===== src/rtl/irq_router_pkg.sv =====
package irq_router_pkg;
   typedef enum logic {
      TRIG_EDGE  = 1'b0,
      TRIG_LEVEL = 1'b1
   } trig_e;

   // One-hot vector of a given line number
   function automatic logic [31:0] line_bit(input int unsigned idx);
      logic [31:0] v;
      v = '0;
      v[idx[4:0]] = 1'b1;
      return v;
   endfunction
endpackage


===== src/rtl/irq_chan.sv =====
module irq_chan
   import irq_router_pkg::*;
#(
   parameter int NUM_LINES = 32,
   parameter int ROUTE_W   = 5,
   parameter int CH_IDX    = 0,
   parameter int LEG_A     = 0,
   parameter int LEG_B     = 8
) (
   input  logic                 clk,
   input  logic                 rst_n,
   input  logic                 req,
   input  logic                 ie,
   input  logic                 lvl,
   input  logic                 glb_en,
   input  logic                 legacy,
   input  logic [ROUTE_W-1:0]   route,
   output logic [NUM_LINES-1:0] hit
);
   logic qual, qual_q, fire;
   logic [ROUTE_W-1:0] sel;

   assign qual = req & ie & glb_en;

   always_ff @(posedge clk or negedge rst_n) begin
      if (!rst_n) qual_q <= 1'b0;
      else        qual_q <= qual;
   end

   assign fire = (trig_e'(lvl) == TRIG_LEVEL) ? qual : (qual & ~qual_q);

   generate
      if (CH_IDX == 0) begin : g_leg_a
         assign sel = legacy ? ROUTE_W'(LEG_A) : route;
      end else if (CH_IDX == 1) begin : g_leg_b
         assign sel = legacy ? ROUTE_W'(LEG_B) : route;
      end else begin : g_plain
         assign sel = route;
      end
   endgenerate

   always_comb begin
      hit = '0;
      if (fire) hit[sel] = 1'b1;
   end
endmodule


===== src/rtl/irq_legacy_gate.sv =====
module irq_legacy_gate #(
   parameter int NUM_LINES = 32,
   parameter int LEG_A     = 0,
   parameter int LEG_B     = 8
) (
   input  logic                 clk,
   input  logic                 rst_n,
   input  logic                 legacy,
   input  logic                 tmr_in,
   input  logic                 rtc_in,
   output logic                 tmr_en,
   output logic [NUM_LINES-1:0] ext_hit
);
   logic rtc_q;

   always_ff @(posedge clk or negedge rst_n) begin
      if (!rst_n) begin
         tmr_en <= 1'b1;
         rtc_q  <= 1'b0;
      end else begin
         tmr_en <= ~legacy;
         rtc_q  <= rtc_in;
      end
   end

   always_comb begin
      ext_hit        = '0;
      ext_hit[LEG_A] = tmr_in & tmr_en & ~legacy;
      ext_hit[LEG_B] = rtc_q & ~legacy;
   end
endmodule


===== src/rtl/irq_router.sv =====
module irq_router #(
   parameter int NUM_CH     = 4,
   parameter int NUM_LINES  = 32,
   parameter int LEG_LINE_A = 0,
   parameter int LEG_LINE_B = 8,
   localparam int ROUTE_W   = $clog2(NUM_LINES)
) (
   input  logic                      clk,
   input  logic                      rst_n,
   input  logic                      glb_en,
   input  logic                      legacy_mode,
   input  logic [NUM_CH-1:0]         ch_req,
   input  logic [NUM_CH-1:0]         ch_ie,
   input  logic [NUM_CH-1:0]         ch_level,
   input  logic [NUM_CH*ROUTE_W-1:0] ch_route,
   input  logic                      ext_tmr_in,
   input  logic                      ext_clk_in,
   output logic [NUM_LINES-1:0]      irq_out,
   output logic                      ext_tmr_en
);
   generate
      if (NUM_CH < 2) begin : g_bad_ch
         $error("irq_router: NUM_CH must be at least 2");
      end
      if (NUM_LINES <= LEG_LINE_A || NUM_LINES <= LEG_LINE_B) begin : g_bad_lines
         $error("irq_router: legacy lines must lie inside the line bank");
      end
      if ((1 << ROUTE_W) != NUM_LINES) begin : g_bad_pow2
         $error("irq_router: NUM_LINES must be a power of two");
      end
   endgenerate

   logic [NUM_LINES-1:0] ch_hit [NUM_CH];
   logic [NUM_LINES-1:0] ext_hit;
   logic [NUM_LINES-1:0] next_lines;

   for (genvar i = 0; i < NUM_CH; i++) begin : g_ch
      irq_chan #(
         .NUM_LINES(NUM_LINES), .ROUTE_W(ROUTE_W), .CH_IDX(i),
         .LEG_A(LEG_LINE_A), .LEG_B(LEG_LINE_B)
      ) u_chan (
         .clk    (clk),
         .rst_n  (rst_n),
         .req    (ch_req[i]),
         .ie     (ch_ie[i]),
         .lvl    (ch_level[i]),
         .glb_en (glb_en),
         .legacy (legacy_mode),
         .route  (ch_route[i*ROUTE_W +: ROUTE_W]),
         .hit    (ch_hit[i])
      );
   end

   irq_legacy_gate #(
      .NUM_LINES(NUM_LINES), .LEG_A(LEG_LINE_A), .LEG_B(LEG_LINE_B)
   ) u_leg (
      .clk     (clk),
      .rst_n   (rst_n),
      .legacy  (legacy_mode),
      .tmr_in  (ext_tmr_in),
      .rtc_in  (ext_clk_in),
      .tmr_en  (ext_tmr_en),
      .ext_hit (ext_hit)
   );

   always_comb begin
      next_lines = ext_hit;
      for (int i = 0; i < NUM_CH; i++) next_lines = next_lines | ch_hit[i];
   end

   always_ff @(posedge clk or negedge rst_n) begin
      if (!rst_n) irq_out <= '0;
      else        irq_out <= next_lines;
   end
endmodule


===== config.mk =====
export PLATFORM = sky130hd
export DESIGN_NAME = irq_router
export DESIGN_NICKNAME = d
export VERILOG_FILES = /design/src/rtl/irq_router_pkg.sv /design/src/rtl/irq_chan.sv /design/src/rtl/irq_legacy_gate.sv /design/src/rtl/irq_router.sv
export SDC_FILE = /design/constraint.sdc
export NUM_CORES = 1
export LEC_CHECK = 0
export ABC_AREA = 1
export BUFFER_PORTS_ARGS = -buffer_cell sky130_fd_sc_hd__buf_2
export CORE_MARGIN = 10
export CORE_UTILIZATION = 50
export DETAILED_ROUTE_END_ITERATION = 7
export PLACE_DENSITY = 0.76
export SETUP_SLACK_MARGIN = 0.1
export SLEW_MARGIN = 30
export SYNTH_ARGS = -nofsm -noshare
export SYNTH_HDL_FRONTEND = slang
export SYNTH_SLANG_ARGS = --single-unit
export TNS_END_PERCENT = 30

===== constraint.sdc =====
create_clock -name clk -period 3.5 [get_ports clk]
set_clock_uncertainty 0.05 [all_clocks]
set_input_delay 0.35 -clock clk [delete_from_list [all_inputs] [get_ports clk]]
set_output_delay 0.35 -clock clk [all_outputs]
set_load 0.02 [all_outputs]

==> flow_metrics.tcl <==
set metrics [dict create \
    die-area_um2 9010 \
    placedCellCount 602 \
    totalWireLength_um 8806 \
    clock_path_buffers 2 \
    drtIter0Drc 328 \
    rsz0062_at_grt "false" \
    cts.clk_slew.worst_paths_ps 70 \
    antenna_cells 0 \
    fin_crit_sh_pct 47.82 \
    stdcell_count 609 \
    mostFrequentLayoutCells "nand2_1 (147), nor2_1 (121), buf_2 (70)" \
    finalPower_mw 0.8944 \
    vias 3149 \
    drtAntennaViolNets 0 \
    worstSetupStartpoint "g_ch[3].u_chan.qual_q" \
    synthCells 468 \
    path_class "flip-flop to flip-flop" \
    cts-htree-levels 2 \
    holdWs_ps 98.10 \
    antenna_found_initial 0 \
    ys_seq_elements 38 \
    switching_share_pct 30.40 \
    synth_cell_types 19 \
    overflow 0 \
    grt_pass1_vias 2938 \
    syn-num-nets 506 \
    drv_cap 0 \
    crit-reg2reg-launch "g_ch[3].u_chan.qual_q" \
    wl_per_cell_um 14.46 \
    layout.nets 575 \
    fp-row-count 27 \
    final_common_cell "nand2_1" \
    syn2layout_area_growth_pct 15.92 \
    hp-class "input pin to asynchronous set/reset pin" \
    synth-seq-area-share_pct 33.93 \
    crit_arrival_ps 1840 \
    p_clk_share_pct 32.1 \
    viasPerCell 5.171 \
    cts_tree "built" \
    seqPwrFrac_pct 50.2 \
    cts_hold_buffers 0 \
    num_io_pins 71 \
    grt_pass1_wl_um 14480 \
    drc 0 \
    clock-sinks 38 \
    grt_max_degree 39 \
    port_buffers 70 \
    syn-cell-area_um2 2806 \
    cp-end-kind "flip-flop" \
    start_util_pct 51.28 \
    fmax_mhz 597.5 \
    powerDensity_nw_per_um2 274.9 \
    hpwl_um 6921 \
    post-cts-setup-buffers 0 \
    worstPathMaxFanout 22 \
    finalHoldViolations 0 \
    worst_pin_slew_ps 917.8 \
    clk_latency_ps 290 \
    pwr-share-comb_pct 17.7 \
    drt_first_pass_iters 6 \
    internal_power_mw 0.6225 \
    startpoint_type "flip-flop" \
    die_w_um 94.92 \
    slew-limit-headroom_pct 38.75 \
    cts_root_buf "clkbuf_8" \
    layout-drive-gt1-share_pct 19.18 \
    power.switching_mw 0.2719 \
    crit_required_ps 3660 \
    status "finished clean" \
    worst_r2r_path_depth 6 \
    slew_violations 0 \
    post-route-min-period_ps 1674 \
    ys_warn_count 0 \
    ir_drop_mv 0.1448 \
    gp_congestion 0.9553 \
    fin_tns_setup_ps 0 \
    setup_viol_count_final 0 \
    finish.utilization_pct 59.44 \
    cts_resized 0 \
    core-area_um2 5473 \
    cts_buffers 5 \
    track_usage_pct 20.18 \
    die_h_um 94.92 \
    p_leak_nw 1.888 \
    synth.avg_cell_area_um2 5.997 \
]
-- critical path: stages, from the launching register on --
cell and delay, ps:
dfrtp_1 380, inv_1 50, nor2_1 40, nor2_2 710, nand2_1 110, nand2_1 100, nand3b_1 150
-- flip-flops by register name (all words and copies together), names as in the netlist --
signal and cells:
u_leg.rtc_q 1, irq_out 32, u_leg.tmr_en 1, g_ch.u_chan.qual_q 4
-- logic make-up (layout without fill, tap and decap cells) --
group | after synthesis | count (layout) | share of synthesized area [%]
and+or+nand+nor | 356 | 356 | 54.48
buffers and inverters | 70 | 139 | 10.88
DFF | 38 | 38 | 33.93
AOI/OAI and AO/OA | 4 | 4 | 0.7134
-- per-layer routing --
metal	part of all wire (%)	up-vias	global-route usage [%]
met3	12	11	3.093
li1	-	1557	-
met5	0	-	0
met4	1.1	0	5.736
met1	43	1416	27.47
met2	44	165	32.32
-- per-stage QoR --
| stage | setup WS (ps) | cell area (um^2) |
|---|---|---|
| final | 1826 | 3253 |
| after global routing | 1675 | 3253 |
| after CTS | 1871 | 3253 |
| after detailed placement | 1734 | 3174 |
| after global placement | 1751 | 3174 |
| after floorplan | 2281 | 2806 |
-- cell type report --
cell class | instances | area, um^2
multi-input combinational | 360 | 1549
fill | 564 | 2220
tap | 72 | 90.09
sequential | 38 | 952.2
clock inverter | 2 | 10.01
inverter | 62 | 232.7
timing repair buffer | 70 | 350.3
clock buffer | 5 | 68.82
-- power by group through the flow --
stage               sequential [mW]  combinational, mW  clock, mW
floorplan                     0.466             0.0834          0
global placement              0.458              0.154          0
detailed placement            0.458              0.156          0
CTS                           0.449              0.156      0.288
global route                  0.450              0.177      0.308
finish                        0.449              0.158      0.287
-- cell usage after synthesis, drive strengths merged --
library cell  number  area, um^2
buf                8       72.56
clkinv             1       3.750
nand3             67       375.4
dfrtp             37       925.9
dfstp              1       26.28
nor2             127       496.7
nor3               4       31.28
inv               61       229.0
nand2            154       595.6
o21ai              4       20.02
nand3b             4       30.03
-- path summary, 6_finish.rpt --
path	slack [ps]	to
worst max-delay path	1830	irq_out[31]
worst min-delay path	100	g_ch[1].u_chan.qual_q
worst max register to register	1830	irq_out[31]
worst min register to register	550	irq_out[8]
max in group asynchronous	2780	irq_out[28]
min in group clk	110	u_leg.rtc_q
(Power assumes the default switching activity.)
